===== src/rtl/adc_cfg_pkg.sv =====
// Package: shared constants and state types for the ADC configuration sequencer.
// Assumes the converter's control registers are 10 bits wide and that bit 10
// of a bus word selects register 1.
package adc_cfg_pkg;
    localparam int REG_W        = 10;
    localparam int SEL_BIT      = 10;  // bus word bit that addresses register 1
    localparam int DEV_RST_BIT  = 0;   // register 1 device reset
    localparam int SYNC_RST_BIT = 1;   // register 1 channel-1 marker reset
    localparam int SCAN_BIT     = 7;   // register 0 scan enable
    localparam int CHSEL_LO     = 3;   // register 0 channel select, low bit
    localparam int CHSEL_HI     = 4;   // register 0 channel select, high bit
    localparam int STEP_W       = 2;

    typedef enum logic [1:0] {SQ_IDLE, SQ_ISSUE, SQ_WAIT} seq_state_t;
    typedef enum logic [1:0] {WE_IDLE, WE_SETUP, WE_STROBE, WE_HOLD} wr_state_t;
endpackage


===== src/rtl/adc_cfg_chan.sv =====
// Module: decodes the channel count selected by a register 0 value.
// Assumes the channel count is the select field plus one when scan is on, else one.
module adc_cfg_chan
    import adc_cfg_pkg::*;
(
    input  logic [REG_W-1:0] cr0,
    output logic [2:0]       chan_cnt,
    output logic             multi
);
    localparam int SEL_W = CHSEL_HI - CHSEL_LO + 1;

    logic [SEL_W-1:0] sel;

    // Derive the number of converted channels and the multichannel flag.
    always_comb begin
        sel      = cr0[CHSEL_HI:CHSEL_LO];
        chan_cnt = cr0[SCAN_BIT] ? (3'(sel) + 3'd1) : 3'd1;
        multi    = (chan_cnt > 3'd1);
    end
endmodule


===== src/rtl/adc_cfg_word.sv =====
// Module: builds the bus word for each step of the configuration sequence.
// Steps: 0 reset set, 1 reset clear, 2 register 0, 3 register 1.
// Assumes BUS_W > SEL_BIT; bits above the select bit stay zero.
module adc_cfg_word
    import adc_cfg_pkg::*;
#(
    parameter int BUS_W = 12
) (
    input  logic [STEP_W-1:0] step,
    input  logic              use_def,
    input  logic [REG_W-1:0]  cr0,
    input  logic [REG_W-1:0]  cr1,
    input  logic              multi,
    output logic [BUS_W-1:0]  word,
    output logic              last
);
    logic [REG_W-1:0] cr1_fix;

    // Register 1 user value with device reset cleared and the marker reset forced when needed.
    always_comb begin
        cr1_fix               = cr1;
        cr1_fix[DEV_RST_BIT]  = 1'b0;
        cr1_fix[SYNC_RST_BIT] = cr1[SYNC_RST_BIT] | multi;
    end

    // Select the word for the current step and flag the final step.
    always_comb begin
        word = '0;
        case (step)
            2'd0: begin
                word[SEL_BIT]     = 1'b1;
                word[DEV_RST_BIT] = 1'b1;
            end
            2'd1: word[SEL_BIT] = 1'b1;
            2'd2: word[REG_W-1:0] = cr0;
            default: begin
                word[REG_W-1:0] = cr1_fix;
                word[SEL_BIT]   = 1'b1;
            end
        endcase
        last = (step == 2'd3) || (use_def && step == 2'd1);
    end
endmodule


===== src/rtl/adc_cfg_wr_engine.sv =====
// Module: runs one timed bus write (setup, strobe, hold) per request.
// Assumes req is only raised while busy is low and all phase counts are >= 1.
// Outputs are registered; wr_done pulses in the cycle chip select returns high.
module adc_cfg_wr_engine
    import adc_cfg_pkg::*;
#(
    parameter int BUS_W     = 12,
    parameter int SETUP_CYC = 2,
    parameter int WR_CYC    = 3,
    parameter int HOLD_CYC  = 1
) (
    input  logic             clk,
    input  logic             rst_n,
    input  logic             req,
    input  logic [BUS_W-1:0] word,
    output logic             busy,
    output logic             wr_done,
    output logic             cs_n,
    output logic             wr_n,
    output logic [BUS_W-1:0] data
);
    localparam int MAX_AB = (SETUP_CYC > WR_CYC) ? SETUP_CYC : WR_CYC;
    localparam int MAX_C  = (MAX_AB > HOLD_CYC) ? MAX_AB : HOLD_CYC;
    localparam int CNT_W  = (MAX_C > 1) ? $clog2(MAX_C) : 1;

    wr_state_t  st;
    logic [CNT_W-1:0] cnt;

    // Phase sequencing with a down-counter per phase.
    always_ff @(posedge clk) begin
        if (!rst_n) begin
            st      <= WE_IDLE;
            cnt     <= '0;
            cs_n    <= 1'b1;
            wr_n    <= 1'b1;
            data    <= '0;
            wr_done <= 1'b0;
        end else begin
            wr_done <= 1'b0;
            case (st)
                WE_IDLE: if (req) begin
                    st   <= WE_SETUP;
                    cs_n <= 1'b0;
                    data <= word;
                    cnt  <= CNT_W'(SETUP_CYC - 1);
                end
                WE_SETUP: if (cnt == '0) begin
                    st   <= WE_STROBE;
                    wr_n <= 1'b0;
                    cnt  <= CNT_W'(WR_CYC - 1);
                end else begin
                    cnt <= cnt - 1'b1;
                end
                WE_STROBE: if (cnt == '0) begin
                    st   <= WE_HOLD;
                    wr_n <= 1'b1;
                    cnt  <= CNT_W'(HOLD_CYC - 1);
                end else begin
                    cnt <= cnt - 1'b1;
                end
                default: if (cnt == '0) begin
                    st      <= WE_IDLE;
                    cs_n    <= 1'b1;
                    data    <= '0;
                    wr_done <= 1'b1;
                end else begin
                    cnt <= cnt - 1'b1;
                end
            endcase
        end
    end

    // Busy whenever a write is in flight.
    always_comb busy = (st != WE_IDLE);
endmodule


===== src/rtl/adc_cfg_seq.sv =====
// Module: top of the ADC configuration sequencer. On start it captures the
// configuration, then issues reset-set, reset-clear and, unless defaults are
// requested, register 0 and register 1 writes, and pulses cfg_done.
// Assumes start is ignored while a sequence runs; BUS_W must exceed SEL_BIT.
module adc_cfg_seq
    import adc_cfg_pkg::*;
#(
    parameter int BUS_W     = 12,
    parameter int SETUP_CYC = 2,
    parameter int WR_CYC    = 3,
    parameter int HOLD_CYC  = 1
) (
    input  logic             clk,
    input  logic             rst_n,
    input  logic             start,
    input  logic             use_defaults,
    input  logic [9:0]       user_cr0,
    input  logic [9:0]       user_cr1,
    output logic             bus_cs_n,
    output logic             bus_wr_n,
    output logic [BUS_W-1:0] bus_data,
    output logic             cfg_done
);
    seq_state_t        st;
    logic [STEP_W-1:0] step;
    logic              cap_def;
    logic [REG_W-1:0]  cap_cr0;
    logic [REG_W-1:0]  cap_cr1;
    logic              req;
    logic              busy;
    logic              wr_done;
    logic [BUS_W-1:0]  word;
    logic              last;
    logic              multi;
    logic [2:0]        chan_cnt;

    // Decode multichannel operation from the captured register 0 value.
    adc_cfg_chan u_chan (
        .cr0      (cap_cr0),
        .chan_cnt (chan_cnt),
        .multi    (multi)
    );

    // Form the word for the current step.
    adc_cfg_word #(.BUS_W(BUS_W)) u_word (
        .step    (step),
        .use_def (cap_def),
        .cr0     (cap_cr0),
        .cr1     (cap_cr1),
        .multi   (multi),
        .word    (word),
        .last    (last)
    );

    // Perform the timed bus write.
    adc_cfg_wr_engine #(
        .BUS_W     (BUS_W),
        .SETUP_CYC (SETUP_CYC),
        .WR_CYC    (WR_CYC),
        .HOLD_CYC  (HOLD_CYC)
    ) u_eng (
        .clk     (clk),
        .rst_n   (rst_n),
        .req     (req),
        .word    (word),
        .busy    (busy),
        .wr_done (wr_done),
        .cs_n    (bus_cs_n),
        .wr_n    (bus_wr_n),
        .data    (bus_data)
    );

    // Request a write only in the issue state with the engine free.
    always_comb req = (st == SQ_ISSUE) && !busy;

    // Step through the sequence and capture configuration on start.
    always_ff @(posedge clk) begin
        if (!rst_n) begin
            st       <= SQ_IDLE;
            step     <= '0;
            cap_def  <= 1'b0;
            cap_cr0  <= '0;
            cap_cr1  <= '0;
            cfg_done <= 1'b0;
        end else begin
            cfg_done <= 1'b0;
            case (st)
                SQ_IDLE: if (start) begin
                    cap_def <= use_defaults;
                    cap_cr0 <= user_cr0;
                    cap_cr1 <= user_cr1;
                    step    <= '0;
                    st      <= SQ_ISSUE;
                end
                SQ_ISSUE: if (req) st <= SQ_WAIT;
                default: if (wr_done) begin
                    if (last) begin
                        st       <= SQ_IDLE;
                        cfg_done <= 1'b1;
                    end else begin
                        step <= step + 1'b1;
                        st   <= SQ_ISSUE;
                    end
                end
            endcase
        end
    end
endmodule


===== config.mk =====
export PLATFORM = sky130hd
export DESIGN_NAME = adc_cfg_seq
export DESIGN_NICKNAME = d
export VERILOG_FILES = /design/src/rtl/adc_cfg_pkg.sv /design/src/rtl/adc_cfg_chan.sv /design/src/rtl/adc_cfg_word.sv /design/src/rtl/adc_cfg_wr_engine.sv /design/src/rtl/adc_cfg_seq.sv
export SDC_FILE = /design/constraint.sdc
export NUM_CORES = 1
export LEC_CHECK = 0
export BUFFER_PORTS_ARGS = -buffer_cell sky130_fd_sc_hd__buf_2
export CAP_MARGIN = 25
export CORE_ASPECT_RATIO = 0.9
export CORE_MARGIN = 1
export CORE_UTILIZATION = 50
export CTS_CLUSTER_DIAMETER = 150
export DETAILED_ROUTE_END_ITERATION = 7
export GPL_TIMING_DRIVEN = 1
export PLACE_DENSITY = 0.73
export REMOVE_ABC_BUFFERS = 1
export SLEW_MARGIN = 20
export SYNTH_ARGS = -nofsm -noshare
export SYNTH_HDL_FRONTEND = slang
export SYNTH_HIERARCHICAL = 1
export SYNTH_SLANG_ARGS = --single-unit

===== constraint.sdc =====
create_clock -name clk -period 4.8 [get_ports clk]
set_input_delay 0.96 -clock clk [delete_from_list [all_inputs] [get_ports clk]]
set_output_delay 0.96 -clock clk [all_outputs]
set_load 0.05 [all_outputs]

After elaboration in Yosys (flattened, before gate mapping)
Cells that the tools add are included.
W data, S select, Z words.
{"block": "word_totals", "reg_bits": 45, "elab_cells": 90}
{"block": "op_classes", "n_addsub": 3, "magnitude_cmp": 1, "n_eq_ne": 13, "mux": 32, "bitwise": 5, "n_reduce_logical": 24}
{"cell": "$mux W2", "count": 13}
{"cell": "$mux W12", "count": 2}
{"cell": "$pmux W12 S2", "count": 1}
{"cell": "$pmux W9 S2", "count": 1}
{"cell": "$pmux W2 S3", "count": 2}
{"cell": "$reduce_and A3 Y1", "count": 3}
{"cell": "$logic_not A2 Y1", "count": 4}
{"cell": "$pmux W2 S2", "count": 2}
{"cell": "$reduce_and A4 Y1", "count": 2}
{"cell": "$reduce_bool A2 Y1", "count": 4}
{"cell": "$reduce_or A4 Y1", "count": 2}
{"cell": "$mux W1", "count": 7}
{"cell": "$eq A2 B1 Y1 const B", "count": 3}
{"cell": "$eq A2 B2 Y1 const B", "count": 3}
{"cell": "$ne A2 B1 Y1 const B", "count": 3}
{"cell": "$ne A2 B2 Y1 const B", "count": 3}
{"cell": "$pmux W1 S2", "count": 3}
{"cell": "$ne A4 B4 Y1 const B", "count": 1}
{"cell": "$not A1 Y1", "count": 4}
{"cell": "$reduce_and A2 Y1", "count": 2}
{"cell": "$reduce_or A2 Y1", "count": 2}
{"cell": "$add A2 B1 Y3 const B", "count": 1}
{"cell": "$gt A3 B1 Y1 const B", "count": 1}
{"cell": "$mux W3", "count": 1}
{"cell": "other kinds (7)", "count": 8}

Longest topological paths before layout
Gate-level depths: netlist of run 1.
{"block": "logic_depth", "ltp_word": 7, "mapped_depth": 9, "depth_no_buf": 7}

Cells and area by module
Netlist of run 1, hierarchy kept.
{"module": "adc_cfg_seq", "instances": 1, "cells_each": 113, "area_per_inst_um2": 947.2, "seq_area_each_um2": 520.5}
{"module": "adc_cfg_wr_engine", "instances": 1, "cells_each": 107, "area_per_inst_um2": 940.9, "seq_area_each_um2": 380.4}
{"module": "adc_cfg_word", "instances": 1, "cells_each": 27, "area_per_inst_um2": 192.7, "seq_area_each_um2": 0.0}
{"module": "adc_cfg_chan", "instances": 1, "cells_each": 5, "area_per_inst_um2": 36.3, "seq_area_each_um2": 0.0}

Worst setup path after synthesis of run 1
No wires, ideal clock.
{"block": "synth_timing", "path_kind": "reg-to-reg", "from": "register u_eng.st[0]", "to": "register u_eng.data[0]", "setup_time_ps": 132, "arrival_time_ps": 1968, "required_time_ps": 4668, "slack_ps": 2700, "path_stages_with_launch": 10, "n_path_buf": 2, "synth_period_minus_slack_ps": 2100, "cell_sequence": "dfxtp_1 inv_1 ha_1 buf_2 inv_1 nor3b_1 mux2i_1 buf_2 o21ai_0 a21oi_1"}
{"block": "synth_via", "elab_chain_len": 5, "word_cells_on_any_way": 12, "classes_between": "eq/ne: 3; mux: 1; bitwise: 1; reduce/logical: 7"}
{"item": "start: declaration", "line_no": "adc_cfg_wr_engine.sv:26", "rtl": "wr_state_t st;"}
{"item": "start signal: assignment", "line_no": "adc_cfg_wr_engine.sv:32", "rtl": "st <= WE_IDLE;"}
{"item": "start signal: assignment", "line_no": "adc_cfg_wr_engine.sv:42", "rtl": "st <= WE_SETUP;"}
{"item": "start signal: assignment", "line_no": "adc_cfg_wr_engine.sv:48", "rtl": "st <= WE_STROBE;"}
{"item": "$reduce_bool A2 Y1", "line_no": "adc_cfg_wr_engine.sv:74", "rtl": "always_comb busy = (st != WE_IDLE);"}
{"item": "named net busy", "line_no": "adc_cfg_seq.sv:30", "rtl": "logic busy;"}
{"item": "$logic_not A1 Y1", "line_no": "adc_cfg_seq.sv:74", "rtl": "always_comb req = (st == SQ_ISSUE) && !busy;"}
{"item": "$logic_and A1 B1 Y1", "line_no": "adc_cfg_seq.sv:74"}
{"item": "named net req", "line_no": "adc_cfg_seq.sv:29", "rtl": "logic req;"}
{"item": "$ne A2 B2 Y1 (no source line)"}
{"item": "$reduce_and A3 Y1 (no source line)"}
{"item": "end signal: assignment", "line_no": "adc_cfg_wr_engine.sv:44", "rtl": "data <= word;"}
{"item": "end: declaration", "line_no": "adc_cfg_wr_engine.sv:20", "rtl": "output logic [BUS_W-1:0] data"}
The timed path passes the listed nets, and every way through them passes these cells.
A chain may end at the register's enable or synchronous reset.

Final worst setup path of run 1
{"block": "layout_timing", "from": "register u_eng.st[0]", "to": "register u_eng.st[1]"}
{"block": "layout_via", "elab_chain_len": 5, "word_cells_on_any_way": 12, "classes_between": "eq/ne: 5; mux: 1; reduce/logical: 6"}
{"item": "$reduce_bool A2 Y1", "line_no": "adc_cfg_wr_engine.sv:74"}
{"item": "named net busy", "line_no": "adc_cfg_seq.sv:30"}
{"item": "$logic_not A1 Y1", "line_no": "adc_cfg_seq.sv:74"}
{"item": "$logic_and A1 B1 Y1", "line_no": "adc_cfg_seq.sv:74"}
{"item": "named net req", "line_no": "adc_cfg_seq.sv:29"}
{"item": "$ne A2 B2 Y1 (no source line)"}
{"item": "$reduce_and A4 Y1 (no source line)"}
The timed path passes the listed nets, and every way through them passes these cells.

==> results.cfg, run 1 <==
[floorplan]
fp.dieH_um = 63.0
initial_utilization_pct = 53.9
dieWidth_um = 69.8
placementRows = 21
dieArea_um2 = 4400
ios = 39
core_area_um2 = 3840

[status]
run_status = completed

[timing]
holdWs_ns = 0.452
report.final.hold_viol_count = 0
finalCriticalPeriod_ns = 2.79
tightest_slew_ns = 0.750
fin_tns_setup_ns = 0
finalMaxSlewViolations = 0
fin_worst_skew_ns = 0.00744
rsz_0062_raised_after_global_routing = no
timing.slew.headroom_pct = 50.0
final_setup_violation_count = 0
finalCritPeriodShare_pct = 58.2
max_clock_freq_mhz = 358

[logic_synthesis]
synthesis.area_um2 = 2070
yosys_warnings = 6
syn_inst = 245
synthesis.area_per_instance_um2 = 8.44

[power_and_ir_drop]
power.net_switching_mw = 0.500
internal-power_mw = 0.725
share_of_power_burned_in_registers_pct = 38.0
clock_power_share_pct = 20.3
vdd_drop_max_v = 0.000211
power_per_cell_area_nw_per_um2 = 524
total_leakage_power_nw = 0.906
combPwrFrac_pct = 41.6
p_sw_share_pct = 40.8

[hold_path]
hold_path.class = reg2reg
min-delay-start = cap_cr0[1]

[finish]
antennaDiodeCount = 0
mostFrequentLayoutCell = sky130_fd_sc_hd__dfxtp_1
areaGrowthSynthToFinish_pct = 13.1
commonest_cells_after_routing_fill_and_taps_aside = 44 x sky130_fd_sc_hd__dfxtp_1, 43 x sky130_fd_sc_hd__nand2_1, 38 x sky130_fd_sc_hd__a21oi_1, 38 x sky130_fd_sc_hd__buf_2, 17 x sky130_fd_sc_hd__o21ai_0
multi_input_comb_area_um2 = 1050
seq_area_um2 = 881
finalNetCount = 308
instances_no_fill = 322
post_route_cells_drive_above_1_share_pct = 19.6
number_of_fill_cells_in_the_layout = 370

[place]
hpwl_um = 2830
gp_routability_congestion = 0.820
portBuffers = 37
place_inst = 314

[detailed_routing]
drt_pre_antenna_iters = 4
routed_via_density = 5.53
ant_nets = 0
drt_iter0_drc = 93
wirelength_um = 4360
detail_route.wl_per_cell_um = 13.5
drc = 0
num_vias = 1781

[clock_network]
cts-root-to-sink-buffers = 2
clock_sink_count = 44
holdBufCountCts = 0
clock_tree.htree_level_count = 2
cts_resized = 0
clk_pin_slew_worst_paths_ns = 0.08
cts_tree = done
tritoncts.num_buffers = 5
post_cts_setup_repair_bufs = 0
cts.root.buffer_cell = sky130_fd_sc_hd__clkbuf_8
worstSkewPairLatency_ns = 0.30

[critical_path]
worstReg2RegStart = u_eng/st[0]
cpMaxStageDelayCell = sky130_fd_sc_hd__ha_1
setup.worst_path.class = reg2reg
critical-path-top-cell-by-count = sky130_fd_sc_hd__inv_1
worst_setup_path_end_kind = flop
path_buf_inv = 3
cp_data_required_time_ns = 4.99
crit_fanout = 20
critical_path.startpoint_type = flop
critical_path.cell_chain = inv_1 -> ha_1 -> inv_1 -> nor3b_1 -> buf_2 -> nand2b_1 -> o21ai_0 -> a221oi_1
critical_path.startpoint = u_eng/st[0]
critical-path-max-stage-delay_ns = 0.62
worstPathArrival_ns = 2.99
path_delay_family = simple AND/OR/NAND/NOR gates

[global_route]
global_route_wire_length_before_repair_um = 7300
via_count_of_the_first_global_routing_pass = 1676
antenna_found_initial = 0
overflow = 0
grt_start_max_net_pins = 25
global_route.usage.total_pct = 20.9

[run]
cap_viol_max_count = 0
==> metrics by stage <==
stage / utilization, % / instance area (um2) / total power, mW / worst slack (ns)
2_1_floorplan: - / 1970 / 0.833 / 1.87
3_3_place_gp: 58.1 / 2230 / 0.954 / 1.54
3_5_place_dp: 58.3 / 2230 / 0.967 / 2.06
4_1_cts: 60.8 / 2330 / 1.22 / 2.04
5_1_grt: 61.0 / 2340 / 1.30 / 1.88
6_report: 61.0 / 2340 / 1.23 / 2.01
==> registers in the layout (all words and copies together), names as in the netlist <==
| name | cells |
|---|---|
| u_eng/st | 2 |
| st | 2 |
| u_eng/wr_n | 1 |
| u_eng/wr_done | 1 |
| cap_cr0 | 10 |
| u_eng/data | 12 |
| cap_cr1 | 9 |
| cap_def | 1 |
| step | 2 |
| cfg_done | 1 |
| u_eng/cs_n | 1 |
| u_eng/cnt | 2 |
==> routing by layer <==
metal	vias to the layer above	global-route usage, %	wire, um
li1	914	-	-
met1	820	26.3	2070
met2	41	34.1	2040
met3	6	5.81	200
met4	0	7.75	53
met5	-	0	0
==> worst register-to-register path, delay by kind of cell (launching register included) <==
kind,cells,cell delay [ns]
buf+inv,3,0.55
compound gates,2,0.47
fa+ha+maj,1,0.62
simple gates,2,0.70
flops,1,0.34
==> final timing paths <==
check	cells after the start	end	slack, ns
worst max-delay path	8	u_eng/st[1]	2.01
worst min-delay path	2	cap_cr0[1]	0.45
worst max register to register	8	u_eng/st[1]	2.01
worst min register to register	2	cap_cr0[1]	0.45
==> layout make-up <==
class                      count  share of cell area, %
multi-input combinational    173                   44.9
sequential                    44                   37.7
timing repair buffer          41                   9.10
clock buffer                   7                   4.12
tap                           46                   2.46
inverter                      11                   1.77
==> power by group through the flow <==
stage                     Clock [mW]  Sequential [mW]  Combinational, mW
after global routing           0.272            0.473              0.560
final                          0.249            0.466              0.510
after CTS                      0.256            0.466              0.496
after detailed placement           0            0.473              0.494
after global placement             0            0.473              0.480
after floorplan                    0            0.503              0.330
No activity file was read; power rests on OpenSTA's default activity.
==> inputs of run 2 (changes only) <==
==> constraint.sdc (replaced) <==
create_clock -name clk -period 2.7 [get_ports clk]
set_input_delay 0.54 -clock clk [delete_from_list [all_inputs] [get_ports clk]]
set_output_delay 0.54 -clock clk [all_outputs]
set_load 0.05 [all_outputs]
==> run 2 against run 1 <==
  * Utilization rose by 0.36 points
  * Via count fell by 0.90%
  * Wire length fell by 3.6%
  * Die area did not move
  * Sequential power rose by 78%
  * Worst setup slack got worse by 1.2 ns
  * Sequential cell count did not move
==> results.cfg, run 2 (same netlist as run 1, synthesis figures left out) <==
[floorplan]
dieWidth_um = 69.8
initial_utilization_pct = 53.9
core_area_um2 = 3840
dieArea_um2 = 4400
placementRows = 21
fp.dieH_um = 63.0
ios = 39

[clock_network]
clock_sink_count = 44
clock_tree.htree_level_count = 2
holdBufCountCts = 0
cts_resized = 0
cts_tree = done
post_cts_setup_repair_bufs = 0
worstSkewPairLatency_ns = 0.30
clk_pin_slew_worst_paths_ns = 0.08
tritoncts.num_buffers = 5
cts-root-to-sink-buffers = 2
cts.root.buffer_cell = sky130_fd_sc_hd__clkbuf_8

[critical_path]
worstPathArrival_ns = 2.08
crit_fanout = 9
worstReg2RegStart = u_eng/st[0]
worst_setup_path_end_kind = flop
cp_data_required_time_ns = 2.92
critical_path.startpoint = u_eng/st[0]
critical_path.startpoint_type = flop
setup.worst_path.class = reg2reg

[timing]
finalCriticalPeriod_ns = 1.86
max_clock_freq_mhz = 537
timing.slew.headroom_pct = 50.2
finalMaxSlewViolations = 0
fin_worst_skew_ns = 0.00275
rsz_0062_raised_after_global_routing = no
tightest_slew_ns = 0.746
final_setup_violation_count = 0
finalCritPeriodShare_pct = 68.9
fin_tns_setup_ns = 0
report.final.hold_viol_count = 0

[power_and_ir_drop]
vdd_drop_max_v = 0.000419
total_leakage_power_nw = 0.917
power_per_cell_area_nw_per_um2 = 920

[finish]
areaGrowthSynthToFinish_pct = 13.7
number_of_fill_cells_in_the_layout = 362
finalNetCount = 310
seq_area_um2 = 881
post_route_cells_drive_above_1_share_pct = 20.4
max_ffs_per_register = 12
top_regs = u_eng/data (12), cap_cr0 (10), cap_cr1 (9)
multi_input_comb_area_um2 = 1050
commonest_cells_after_routing_fill_and_taps_aside = 44 x sky130_fd_sc_hd__dfxtp_1, 43 x sky130_fd_sc_hd__nand2_1, 38 x sky130_fd_sc_hd__a21oi_1
antennaDiodeCount = 0
mostFrequentLayoutCell = sky130_fd_sc_hd__dfxtp_1
regMostFlops = u_eng/data
final_design_area_no_fill_um2 = 2350

[detailed_routing]
ant_nets = 0
detail_route.wl_per_cell_um = 12.9
num_vias = 1765
wirelength_um = 4200
drt_iter0_drc = 82
routed_via_density = 5.43
drt_pre_antenna_iters = 4
drc = 0

[global_route]
global_route.usage.total_pct = 20.1
via_count_of_the_first_global_routing_pass = 1596
antenna_found_initial = 0
global_route_wire_length_before_repair_um = 7060
overflow = 0
grt_start_max_net_pins = 25

[hold_path]
hold_path.class = reg2reg
min-delay-start = cap_cr0[2]

[run]
cap_viol_max_count = 0

[place]
portBuffers = 37
post_dp_cell_area_um2 = 2260
gp_routability_congestion = 0.782
hpwl_um = 2790

[status]
run_status = completed
==> run 2: changes by cell type in the layout (fill, tap and decap cells not counted) <==
| cell | change |
|---|---|
| sky130_fd_sc_hd__clkinv_2 | +2 |
| sky130_fd_sc_hd__buf_4 | +4 |
| sky130_fd_sc_hd__buf_2 | -1 |
| sky130_fd_sc_hd__clkbuf_8 | -1 |
| sky130_fd_sc_hd__clkbuf_4 | -1 |
==> run 2: power breakdown <==
part,switching (mW),internal [mW]
registers,0.0775,0.751
logic,0.588,0.322
clock network,0.222,0.204
==> run 2: path summary, 6_finish.rpt <==
check | to | slack, ns | depth (start not counted)
worst min-delay path | cap_cr0[2] | 0.46 | 2
worst max register to register | u_eng/data[8] | 0.84 | 9
worst min register to register | cap_cr0[2] | 0.46 | 2
worst max-delay path | u_eng/data[8] | 0.84 | 9
==> run 2: metrics by stage <==
| stage | hold WS, ns | instances | setup WS, ns | power [mW] | utilization, % |
|---|---|---|---|---|---|
| after detailed placement | 0.448 | 317 | 0.861 | 1.75 | 58.9 |
| after global placement | 0.443 | 317 | 0.910 | 1.73 | 58.9 |
| after CTS | 0.460 | 325 | 0.837 | 2.17 | 61.3 |
| after floorplan | 0.433 | 228 | -0.231 | 1.48 | - |
| final | 0.456 | 325 | 0.838 | 2.16 | 61.3 |
| after global routing | 0.468 | 325 | 0.574 | 2.31 | 61.3 |
==> run 2: layout make-up <==
| type | instances | share of cell area (%) |
|---|---|---|
| clock buffers | 6 | 3.51 |
| well taps | 46 | 2.45 |
| inverters | 11 | 1.76 |
| multi-input cells | 173 | 44.6 |
| flip-flops and latches | 44 | 37.4 |
| repair buffers | 43 | 9.79 |
| clock inverters | 2 | 0.426 |
==> run 2: critical path, cell delays in order, from the launching register on <==
cell	delay, ns
sky130_fd_sc_hd__dfxtp_1	0.36
sky130_fd_sc_hd__inv_1	0.09
sky130_fd_sc_hd__ha_1	0.21
sky130_fd_sc_hd__inv_1	0.10
sky130_fd_sc_hd__nor3b_1	0.07
sky130_fd_sc_hd__buf_4	0.18
sky130_fd_sc_hd__mux2i_1	0.33
sky130_fd_sc_hd__buf_4	0.23
sky130_fd_sc_hd__o21ai_0	0.08
sky130_fd_sc_hd__a21oi_1	0.14
==> run 2: per-layer routing <==
| layer | global-route usage, % | vias up | wire length, um |
|---|---|---|---|
| met5 | 0 | - | 0 |
| met4 | 7.50 | 0 | 59 |
| met3 | 6.77 | 6 | 190 |
| met2 | 31.4 | 37 | 1840 |
| met1 | 25.7 | 810 | 2110 |
| li1 | - | 912 | - |
